`config.mk`:
```
export PLATFORM = sky130hd
export DESIGN_NAME = bytenet_mmio
export DESIGN_NICKNAME = d
export VERILOG_FILES = /design/src/rtl/bytenet_pkg.sv /design/src/rtl/bytenet_rx.sv /design/src/rtl/bytenet_tx.sv /design/src/rtl/bytenet_irq.sv /design/src/rtl/bytenet_mmio.sv
export SDC_FILE = /design/constraint.sdc
export NUM_CORES = 2
export LEC_CHECK = 0
export BUFFER_PORTS_ARGS = -buffer_cell sky130_fd_sc_hd__buf_4
export CAP_MARGIN = 20
export CELL_PAD_IN_SITES_DETAIL_PLACEMENT = 1
export CELL_PAD_IN_SITES_GLOBAL_PLACEMENT = 2
export CORE_MARGIN = 2
export CORE_UTILIZATION = 44
export DETAILED_ROUTE_END_ITERATION = 10
export PLACE_DENSITY_LB_ADDON = 0.08
export RECOVER_POWER = 100
export SYNTH_ARGS = -nofsm -noshare
export SYNTH_HDL_FRONTEND = slang
export SYNTH_SLANG_ARGS = --single-unit
```
`constraint.sdc`:
```
create_clock -name clk -period 2.76 [get_ports clk]
set_input_delay 0.414 -clock clk [delete_from_list [all_inputs] [get_ports clk]]
set_output_delay 0.414 -clock clk [all_outputs]
set_load 0.05 [all_outputs]
```
`src/rtl/bytenet_pkg.sv`:
```
package bytenet_pkg;
  // frame lengths up to 65536 need 17 bits
  localparam int MAX_FRAME = 65536;
  localparam int CW        = $clog2(MAX_FRAME) + 1;

  // identification value, least-significant byte first: "BYTENET1"
  localparam logic [63:0] DEV_ID = "1TENETYB";

  // word index = byte offset [5:2]
  localparam logic [3:0] W_ID_LO  = 4'h0;
  localparam logic [3:0] W_ID_HI  = 4'h1;
  localparam logic [3:0] W_BUSY   = 4'h2;
  localparam logic [3:0] W_RXCNT  = 4'h3;
  localparam logic [3:0] W_TXCNT  = 4'h4;
  localparam logic [3:0] W_IRQ    = 4'h5;
  localparam logic [3:0] W_RXDATA = 4'h7;
  localparam logic [3:0] W_TXDATA = 4'h8;

  typedef enum logic [1:0] {TX_IDLE, TX_LOAD, TX_SEND} tx_state_e;
endpackage

```
`src/rtl/bytenet_rx.sv`:
```
module bytenet_rx
  import bytenet_pkg::*;
#(
  parameter int DEPTH = 64
) (
  input  logic          clk,
  input  logic          rst,
  input  logic          in_valid,
  input  logic [7:0]    in_byte,
  input  logic          in_last,
  input  logic          locked,
  input  logic          rd_pop,
  output logic          frame_done,
  output logic          active,
  output logic [CW-1:0] count,
  output logic [7:0]    rd_byte
);
  localparam int PW = $clog2(DEPTH);
  localparam logic [CW-1:0] DEPTH_C = CW'(DEPTH);

  logic [7:0]    mem [DEPTH];
  logic [CW-1:0] len;
  logic [PW-1:0] rptr;
  logic          dropping;
  logic          rd_ok;
  logic [7:0]    rd_q;
  logic          accept;

  assign accept     = in_valid && !dropping && (active || !locked);
  assign frame_done = accept && in_last;

  always_ff @(posedge clk) begin
    if (accept && len < DEPTH_C) mem[len[PW-1:0]] <= in_byte;
  end

  always_ff @(posedge clk) begin
    if (rd_pop) rd_q <= mem[rptr];
  end

  always_ff @(posedge clk) begin
    if (rst) begin
      active   <= 1'b0;
      dropping <= 1'b0;
      len      <= '0;
      count    <= '0;
      rptr     <= '0;
      rd_ok    <= 1'b0;
    end else begin
      if (in_valid && !active && !dropping && locked && !in_last) dropping <= 1'b1;
      if (in_valid && dropping && in_last) dropping <= 1'b0;
      if (rd_pop) rd_ok <= (count != '0);
      if (accept) begin
        if (in_last) begin
          active <= 1'b0;
          len    <= '0;
          count  <= (len < DEPTH_C) ? len + 1'b1 : DEPTH_C;
          rptr   <= '0;
        end else begin
          active <= 1'b1;
          if (len < DEPTH_C) len <= len + 1'b1;
        end
      end else if (rd_pop && count != '0) begin
        count <= count - 1'b1;
        rptr  <= rptr + 1'b1;
      end
    end
  end

  assign rd_byte = rd_ok ? rd_q : 8'h00;

  AST_RX_CNT_CAP: assert property (@(posedge clk) disable iff (rst)
    frame_done |=> count <= DEPTH_C);
  AST_RX_LOCKED: assert property (@(posedge clk) disable iff (rst)
    (in_valid && locked && !active) |=> !active);
  AST_RX_POP: assert property (@(posedge clk) disable iff (rst)
    (rd_pop && count != '0 && !frame_done) |=> count == $past(count) - 1'b1);
endmodule

```
`src/rtl/bytenet_tx.sv`:
```
module bytenet_tx
  import bytenet_pkg::*;
#(
  parameter int DEPTH = 64
) (
  input  logic          clk,
  input  logic          rst,
  input  logic          cnt_we,
  input  logic [CW-1:0] cnt_wdata,
  input  logic          data_we,
  input  logic [7:0]    data_byte,
  input  logic          out_ready,
  output logic          out_valid,
  output logic [7:0]    out_byte,
  output logic          out_last,
  output logic          sending,
  output logic [CW-1:0] prog_cnt,
  output logic          done
);
  localparam int PW = $clog2(DEPTH);
  localparam logic [CW-1:0] DEPTH_C = CW'(DEPTH);

  tx_state_e     state;
  logic [7:0]    mem [DEPTH];
  logic [CW-1:0] wcnt;
  logic [CW-1:0] len;
  logic [CW-1:0] ptr;
  logic [7:0]    q;
  logic          launch;
  logic          mem_rd;

  assign launch   = (state == TX_IDLE) && prog_cnt != '0 && wcnt == prog_cnt;
  assign out_valid = (state == TX_SEND);
  assign out_last  = (state == TX_SEND) && ptr == len;
  assign out_byte  = q;
  assign done      = out_valid && out_ready && out_last;
  assign sending   = (state != TX_IDLE);
  assign mem_rd    = (state == TX_LOAD) || (out_valid && out_ready && ptr != len);

  always_ff @(posedge clk) begin
    if (state == TX_IDLE && !launch && !cnt_we && data_we && wcnt < DEPTH_C)
      mem[wcnt[PW-1:0]] <= data_byte;
  end

  always_ff @(posedge clk) begin
    if (mem_rd) q <= mem[ptr[PW-1:0]];
  end

  always_ff @(posedge clk) begin
    if (rst) begin
      state    <= TX_IDLE;
      prog_cnt <= '0;
      wcnt     <= '0;
      len      <= '0;
      ptr      <= '0;
    end else begin
      case (state)
        TX_IDLE: begin
          if (launch) begin
            state    <= TX_LOAD;
            len      <= prog_cnt;
            prog_cnt <= '0;
            wcnt     <= '0;
            ptr      <= '0;
          end else if (cnt_we) begin
            prog_cnt <= (cnt_wdata > DEPTH_C) ? DEPTH_C : cnt_wdata;
            wcnt     <= '0;
          end else if (data_we && wcnt < DEPTH_C) begin
            wcnt <= wcnt + 1'b1;
          end
        end
        TX_LOAD: begin
          state <= TX_SEND;
          ptr   <= ptr + 1'b1;
        end
        TX_SEND: begin
          if (out_ready) begin
            if (ptr == len) state <= TX_IDLE;
            else ptr <= ptr + 1'b1;
          end
        end
        default: state <= TX_IDLE;
      endcase
    end
  end

  AST_TX_HOLD: assert property (@(posedge clk) disable iff (rst)
    (out_valid && !out_ready) |=> (out_valid && $stable(out_byte) && $stable(out_last)));
  AST_TX_TAKE: assert property (@(posedge clk) disable iff (rst)
    (state == TX_IDLE && prog_cnt != '0 && wcnt == prog_cnt) |=> (prog_cnt == '0 && sending));
  AST_TX_BUSY_IGNORE: assert property (@(posedge clk) disable iff (rst)
    (sending && cnt_we) |=> prog_cnt == '0);
endmodule

```
`src/rtl/bytenet_irq.sv`:
```
module bytenet_irq (
  input  logic clk,
  input  logic rst,
  input  logic tx_done,
  input  logic rx_done,
  input  logic wr,
  input  logic clr_tx,
  input  logic clr_rx,
  input  logic test_val,
  input  logic rd,
  output logic tx_flag,
  output logic rx_flag,
  output logic test_flag,
  output logic irq
);
  always_ff @(posedge clk) begin
    if (rst) begin
      tx_flag   <= 1'b0;
      rx_flag   <= 1'b0;
      test_flag <= 1'b0;
    end else begin
      tx_flag <= tx_done || (tx_flag && !(wr && clr_tx));
      rx_flag <= rx_done || (rx_flag && !(wr && clr_rx));
      if (wr) test_flag <= test_val;
      else if (rd) test_flag <= 1'b0;
    end
  end

  assign irq = tx_flag | rx_flag | test_flag;

  AST_TX_SET: assert property (@(posedge clk) disable iff (rst)
    tx_done |=> tx_flag);
  AST_RX_SET: assert property (@(posedge clk) disable iff (rst)
    rx_done |=> rx_flag);
  AST_W1C: assert property (@(posedge clk) disable iff (rst)
    (wr && clr_tx && !tx_done) |=> !tx_flag);
  AST_TEST_RDCLR: assert property (@(posedge clk) disable iff (rst)
    (rd && !wr) |=> !test_flag);
endmodule

```
`src/rtl/bytenet_mmio.sv`:
```
module bytenet_mmio
  import bytenet_pkg::*;
#(
  parameter int DEPTH = 64
) (
  input  logic        clk,
  input  logic        rst,
  input  logic [5:0]  bus_addr,
  input  logic        bus_wr,
  input  logic        bus_rd,
  input  logic [31:0] bus_wdata,
  output logic [31:0] bus_rdata,
  input  logic        rx_valid,
  input  logic [7:0]  rx_byte,
  input  logic        rx_last,
  output logic        tx_valid,
  output logic [7:0]  tx_byte,
  output logic        tx_last,
  input  logic        tx_ready,
  output logic        irq
);
  logic [3:0]    sel;
  logic          rx_done, rx_active, tx_done, tx_sending;
  logic [CW-1:0] rx_count, tx_prog;
  logic [7:0]    rx_rd_byte;
  logic          f_tx, f_rx, f_test;
  logic [31:0]   rd_mux, reg_q;
  logic          sel_rx_q;
  logic          unused_bits;

  assign sel         = bus_addr[5:2];
  assign unused_bits = ^{bus_addr[1:0], bus_wdata[30:17]};

  bytenet_rx #(.DEPTH(DEPTH)) u_rx (
    .clk(clk), .rst(rst),
    .in_valid(rx_valid), .in_byte(rx_byte), .in_last(rx_last),
    .locked(f_rx),
    .rd_pop(bus_rd && sel == W_RXDATA),
    .frame_done(rx_done), .active(rx_active),
    .count(rx_count), .rd_byte(rx_rd_byte)
  );

  bytenet_tx #(.DEPTH(DEPTH)) u_tx (
    .clk(clk), .rst(rst),
    .cnt_we(bus_wr && sel == W_TXCNT), .cnt_wdata(bus_wdata[CW-1:0]),
    .data_we(bus_wr && sel == W_TXDATA), .data_byte(bus_wdata[7:0]),
    .out_ready(tx_ready), .out_valid(tx_valid), .out_byte(tx_byte),
    .out_last(tx_last), .sending(tx_sending), .prog_cnt(tx_prog),
    .done(tx_done)
  );

  bytenet_irq u_irq (
    .clk(clk), .rst(rst),
    .tx_done(tx_done), .rx_done(rx_done),
    .wr(bus_wr && sel == W_IRQ),
    .clr_tx(bus_wdata[0]), .clr_rx(bus_wdata[1]), .test_val(bus_wdata[31]),
    .rd(bus_rd && sel == W_IRQ),
    .tx_flag(f_tx), .rx_flag(f_rx), .test_flag(f_test), .irq(irq)
  );

  always_comb begin
    case (sel)
      W_ID_LO: rd_mux = DEV_ID[31:0];
      W_ID_HI: rd_mux = DEV_ID[63:32];
      W_BUSY:  rd_mux = {31'b0, rx_active | tx_sending};
      W_RXCNT: rd_mux = 32'(rx_count);
      W_TXCNT: rd_mux = 32'(tx_prog);
      W_IRQ:   rd_mux = {f_test, 29'b0, f_rx, f_tx};
      default: rd_mux = 32'h0;
    endcase
  end

  always_ff @(posedge clk) begin
    if (rst) begin
      reg_q    <= '0;
      sel_rx_q <= 1'b0;
    end else if (bus_rd) begin
      reg_q    <= rd_mux;
      sel_rx_q <= (sel == W_RXDATA);
    end
  end

  assign bus_rdata = sel_rx_q ? {24'b0, rx_rd_byte} : reg_q;

  AST_RDATA_HOLD: assert property (@(posedge clk) disable iff (rst)
    !bus_rd |=> $stable(bus_rdata));
endmodule

```
Yosys cells after proc, flatten, opt, wreduce, memory -nomap -nowiden
Memory sizes are Yosys's and may differ from the RTL's. A register that Yosys moved wholly into a read port is not among the register bits.
Cells that the tools add are included.
{"block": "classes", "bitwise": 3, "n_addsub": 5, "reduce_logical": 62, "n_mux": 33, "order_cmp": 3, "n_eq_ne": 17}
{"cell": "2-to-1 mux 17 bit", "count": 15}
{"cell": "case mux 32 bit (6 select lines)", "count": 1}
{"cell": "adder 17 x 1 -> 17 bit (second input constant)", "count": 3}
{"cell": "case mux 17 bit (3 select lines)", "count": 1}
{"cell": "equality test 17 bit", "count": 2}
{"cell": "< comparator 17 x 7 -> 1 bit (second input constant)", "count": 2}
{"cell": "nonzero test 17 bit", "count": 2}
{"cell": "2-to-1 mux 32 bit", "count": 1}
{"cell": "logical AND 1 bit", "count": 31}
{"cell": "2-to-1 mux 6 bit", "count": 3}
{"cell": "> comparator 17 x 7 -> 1 bit (second input constant)", "count": 1}
{"cell": "!= test 17 bit", "count": 1}
{"cell": "subtractor 17 x 1 -> 17 bit (second input constant)", "count": 1}
{"cell": "equality test 4 x 3 -> 1 bit (second input constant)", "count": 3}
{"cell": "AND reduction 2 bit", "count": 5}
{"cell": "nonzero test 2 bit", "count": 5}
{"cell": "equality test 4 x 2 -> 1 bit (second input constant)", "count": 2}
{"cell": "zero test 1 bit", "count": 8}
{"cell": "2-to-1 mux 8 bit", "count": 1}
{"cell": "!= test 2 bit (second input constant)", "count": 4}
{"cell": "2-to-1 mux 1 bit", "count": 7}
{"cell": "adder 6 x 1 -> 6 bit (second input constant)", "count": 1}
{"cell": "2-to-1 mux 2 bit", "count": 3}
{"cell": "case mux 2 bit (3 select lines)", "count": 1}
{"cell": "other kinds (13)", "count": 19}
{"block": "word_totals", "ramBits": 1024, "in_bits": 53, "reg_bits": 149, "elab_cells": 141, "n_memories": 2}
{"name": "u_rx.mem", "depth": 64, "width": 8, "read_ports": 1, "rd_ports_with_merged_regs": 1, "write_ports": 1, "line": "bytenet_rx.sv:21", "rtl": "logic [7:0] mem [DEPTH];"}
{"name": "u_tx.mem", "depth": 64, "width": 8, "read_ports": 1, "rd_ports_with_merged_regs": 1, "write_ports": 1, "line": "bytenet_tx.sv:24", "rtl": "logic [7:0] mem [DEPTH];"}

Depth between registers and ports, before layout
{"block": "depth", "depth_word": 10, "mapped_depth": 10}

Cells and area by module
From an unflattened synthesis, not the netlist that was laid out.
{"block": "hier_totals", "cells_unflattened": 2648, "area_unflattened_um2": 47677.0}
{"module": "bytenet_tx", "area_per_inst_um2": 23628.9, "seq_area_each_um2": 17016.3, "n_inst": 1, "cells_per_inst": 1243}
{"module": "bytenet_rx", "area_per_inst_um2": 22535.4, "seq_area_each_um2": 16475.8, "n_inst": 1, "cells_per_inst": 1221}
{"module": "bytenet_mmio", "area_per_inst_um2": 1396.3, "seq_area_each_um2": 440.4, "n_inst": 1, "cells_per_inst": 171}
{"module": "bytenet_irq", "area_per_inst_um2": 116.4, "seq_area_each_um2": 60.1, "n_inst": 1, "cells_per_inst": 13}

Worst setup path after synthesis
Ideal clock, no wire load.
{"block": "synth_timing", "kind": "register to register", "startpoint": "reg u_rx.rptr[0]", "endpoint": "reg u_rx.rd_q[0] (read register of u_rx.mem) (data pin)", "required_ns": 2.488, "path_buffers": 2, "stages_incl_launch_ff": 6, "slack_ns": 0.017, "arrival_time_ns": 2.471, "cell_sequence": "dfxtp_1 -> clkbuf_1 -> buf_1 -> mux4_2 -> mux4_2 -> mux4_2"}
{"item": "start, declared", "line": "bytenet_rx.sv:23", "rtl": "logic [PW-1:0] rptr;"}
{"item": "start signal, assigned", "line": "bytenet_rx.sv:64", "rtl": "rptr <= rptr + 1'b1;"}
{"item": "end, declared", "line": "bytenet_rx.sv:26", "rtl": "logic [7:0] rd_q;"}

Final worst setup path
{"block": "layout_timing", "startpoint": "reg u_tx.ptr[0]", "endpoint": "reg u_tx.q[4], in the netlist u_tx.out_byte[4] (read register of u_tx.mem) (data pin)"}
{"block": "layout_between", "elab_chain_len": 3}
{"item": "start, declared", "line": "bytenet_tx.sv:27", "rtl": "logic [CW-1:0] ptr;"}
{"item": "start signal, assigned", "line": "bytenet_tx.sv:74", "rtl": "ptr <= ptr + 1'b1;"}
{"item": "start signal, assigned", "line": "bytenet_tx.sv:79", "rtl": "else ptr <= ptr + 1'b1;"}
{"item": "!= test 17 bit", "line": "bytenet_tx.sv:38", "rtl": "assign mem_rd = (state == TX_LOAD) || (out_valid && out_ready && ptr != len);"}
{"item": "logical AND 1 bit", "line": "bytenet_tx.sv:38"}
{"item": "logical OR 1 bit", "line": "bytenet_tx.sv:38"}
{"item": "end, declared", "line": "bytenet_tx.sv:28", "rtl": "logic [7:0] q;"}
Parallel ways exist; a longest one is shown, timed or not.
A chain may end at the register's enable or synchronous reset.

==> summary.md <==
| Metric | Value |
|---|---|
| Static leakage | `0.01766 uW` |
| Max Freq | `~0.36 GHz` |
| CTS Buffer Depth | `3` |
| Synth Cell Area | `between 40,000 and 50,000 um^2` |
| Hold WS | `roughly 0.047 ns` |
| Mapped Cells | `about 2,500` |
| Setup TNS | `0 ns` |
| Pint | `28,890 uW` |
| Clock share of power | `44.1%` |
| Pwr Density | `~660 nW/um^2` |
| Worst-Margin Slew | `~1.6 ns` |
| Final WS setup | `0.01768 ns` |
| GP Congestion | `~0.8` |
| Die H | `approximately 330 um` |
| Sw Pwr | `7636 uW` |
| DR pass1 iterations | `5` |
| I/O Buffers | `73` |
| WP data arrival | `3.20 ns` |
| # DRC | `0` |
| Slew margin rel. | `-6.440%` |
| Clock transition at path regs | `approximately 0.060 ns` |
| Initial drt markers | `between 1,500 and 2,000` |
| WL per Instance | `between 20 and 30 um` |
| Vias per cell | `5.621` |
| Starting Density | `between 40 and 50%` |
| Die area | `approximately 110,000 um^2` |
| Setup-failing EPs final | `0` |
| Register area | `roughly 34,000 um^2` |
| Worst-Skew Late Latency | `approximately 0.74 ns` |
| Crit path required time | `3.22 ns` |
| Via count | `~24,000` |
| Largest net degree at the start of global routing | `66` |
| Tcrit/Tclk final | `approximately 99%` |
| Worst Setup End Kind | `flop` |
| Global-route wire length before repair | `176,600 um` |
| TritonCTS buffer count | `130` |
| Initial antenna violation count | `3` |
| Max-cap violations | `5` |
| Synth Register Bits | `roughly 1,200` |
| Commonest register cell after synthesis | `edfxtp_1` |
| Power share of the combinational group | `under 10%` |
| Violated checks | `capacitance limit, slew limit` |
| Global route overflow | `0` |
| Sw Share | `approximately a fifth` |
| Vias in the first global route | `about 27,000` |
| Post-synthesis cell type count | `a little under 70` |
| GR Util All Layers | `between 20% and 30%` |
| Flop pwr share | `between 50% and 60%` |
| # H-tree levels | `4` |
| Share of layout cells above drive strength 1 | `a little under a third` |
| CP max FO | `8` |
| Register area share after synthesis | `slightly above 70%` |
| Post-DP HPWL | `~77,000 um` |
| Crit path time final | `2.742 ns` |
| Register-to-register setup slack | `between 0.015 and 0.02 ns` |
| # fillers | `about 9,500` |
| Area contributors post-synth | `edfxtp_1 67%, mux4_2 16%, dfxtp_1 5.9%, nor2_1 1.7%, nand2_1 0.87%` |
| Worst-case clock skew | `about 0.028 ns` |
| Crit Path Class | `flop to flop` |
| Ys async rst share | `0%` |
| Die W | `~330 um` |
| Std-Cell Rows | `between 100 and 150` |
| Cell area after layout | `between 50,000 and 60,000 um^2` |
| Cell taking the most area after synthesis | `edfxtp_1` |
| Yosys warnings | `0` |
| Antenna cell count | `0` |
| Startpoint Class | `flop` |
| CTS tree | `built` |
| Fin. Hold Viols | `0` |
| Boundary pin count | `96` |
| Detail Route Antenna Nets | `0` |
| Multi-input logic area | `12,170 um^2` |
| Area growth, synth to finish | `17.74%` |
| RSZ-0062 raised after global routing | `true` |
| Pre-CTS setup slack | `-0.1568 ns` |
| HP Class | `input pin to flop` |
| Total routed wirelength | `between 100,000 and 150,000 um` |
| Mapped Avg Cell Area | `roughly 19 um^2` |
| Core area | `between 100,000 and 150,000 um^2` |
| Post-DP Area | `roughly 50,000 um^2` |
| Status | `finished, violations left` |
| Root Driver | `clkbuf_16` |
| Nets | `between 2,000 and 3,000` |
| Yosys top cell area share | `between 60% and 70%` |
| Worst VDD drop | `~0.00057 V` |
| Post-synth EDFFs | `between 1,000 and 1,500` |
| Fin. max-slew vios | `258` |
| Clock sinks | `roughly 1,200` |
## power groups by stage
| stage | combinational, uW | clock, uW | sequential (uW) |
|---|---|---|---|
| detailed placement | 989 | 0 | 19800 |
| CTS | 997 | 16500 | 19500 |
| floorplan | 438 | 0 | 19800 |
| finish | 958 | 16100 | 19500 |
| global route | 1050 | 17100 | 19500 |
| global placement | 953 | 0 | 19800 |
## metrics by stage
stage | utilization, % | instances | total power [uW]
2_1_floorplan | - | 2512 | 20260
5_1_grt | 52.31 | 4358 | 37640
6_report | 52.31 | 4358 | 36530
4_1_cts | 52.22 | 4348 | 36960
3_5_place_dp | 48.37 | 4109 | 20820
3_3_place_gp | 48.37 | 4109 | 20780
## per-layer routing
metal	part of all wire, %	GRT usage [%]	up-vias
met5	0.011	0	-
met3	4.1	3.683	181
met1	41	28.48	13013
li1	-	-	10827
met4	3.0	7.663	2
met2	52	38.25	473
## Yosys cell counts, types with 22 or more instances
cell / count
buf_1: 26
nand3_1: 31
nor3_1: 23
edfxtp_1: 1040
nor4_1: 22
xor2_1: 24
nand4_1: 22
nor2_1: 212
a21oi_1: 77
mux4_2: 336
clkbuf_1: 80
inv_1: 32
dfxtp_1: 138
buf_2: 24
nand2_1: 109
## worst max-delay path, cell delays in order (launching register included)
cell	delay (ns)
dfxtp_4	0.37
buf_12	0.14
buf_12	0.14
buf_12	0.14
mux4_2	0.56
mux4_2	0.58
mux4_2	0.49
## repair_timing
| action | 4_1_cts | 5_1_grt |
|---|---|---|
| resized for setup | 8 | 29 |
| hold buffers | 5 | 0 |
| hold endpoints to repair | 9 | 0 |
| pin swaps | 3 | 8 |
| setup buffers | 5 | 9 |
| endpoints found under the setup margin | 432 | 613 |
| gates cloned | 0 | 1 |
## flip-flops by register name, indices dropped and copies added, names as in the netlist, 6 cells and up
register       count
u_rx.rd_q          8
u_tx.ptr          17
u_tx.wcnt         17
u_rx.count        17
u_rx.mem         512
u_tx.len          17
u_tx.out_byte      8
reg_q             21
u_tx.mem         512
u_rx.len          17
u_rx.rptr          6
u_tx.prog_cnt     17
## final cells by class
class	count	area share, %
Timing Repair Buffer	379	5.858
Sequential cell	1178	61.60
Clock inverter	64	0.8860
Tap cell	1391	3.152
Clock buffer	165	6.222
Multi-Input combinational cell	1146	22.05
Inverter	35	0.2379
## final timing paths
path	end	cells after the start	start
setup / recovery	u_tx.out_byte[4]	6	u_tx.ptr[0]
hold / removal	u_rx.active	2	rx_last
setup reg to reg	u_tx.out_byte[4]	6	u_tx.ptr[0]
hold reg to reg	u_rx.len[14]	1	u_rx.len[14]
## placed cells by master, fill, tap and decap left out, types with 12 or more instances in the layout
cell       instances
nor2_1           205
nand2b_1          16
buf_12            34
clkbuf_1          53
inv_1             32
nor3_1            21
clkbuf_2          18
a22o_1            12
buf_4            284
edfxtp_1        1040
nor2b_1           17
and2_1            14
nor4_1            18
mux4_2           336
nand2_1          109
clkbuf_16        132
xnor2_1           21
nand4_1           22
dfxtp_1          130
clkinv_2          23
or3_1             20
a21oi_1           77
nand3_1           28
clkinv_1          25
o21ai_0           14
a22oi_1           20
and3_1            17
xor2_1            24
## kinds of logic (layout without fill, tap and decap cells)
logic type | after synthesis | in the layout | share of synthesized area (%)
DFF | 1178 | 1178 | 72.48
and+or+nand+nor | 540 | 540 | 5.488
muxes | 341 | 341 | 16.25
AOI/OAI and AO/OA | 204 | 204 | 2.828
buffers and inverters | 188 | 643 | 1.833
xor gates and xnor gates | 45 | 45 | 0.8404
adders and majority gates | 10 | 10 | 0.2668
other | 1 | 6 | 0.007996
Note: power is estimated with default switching activity, not from simulation.
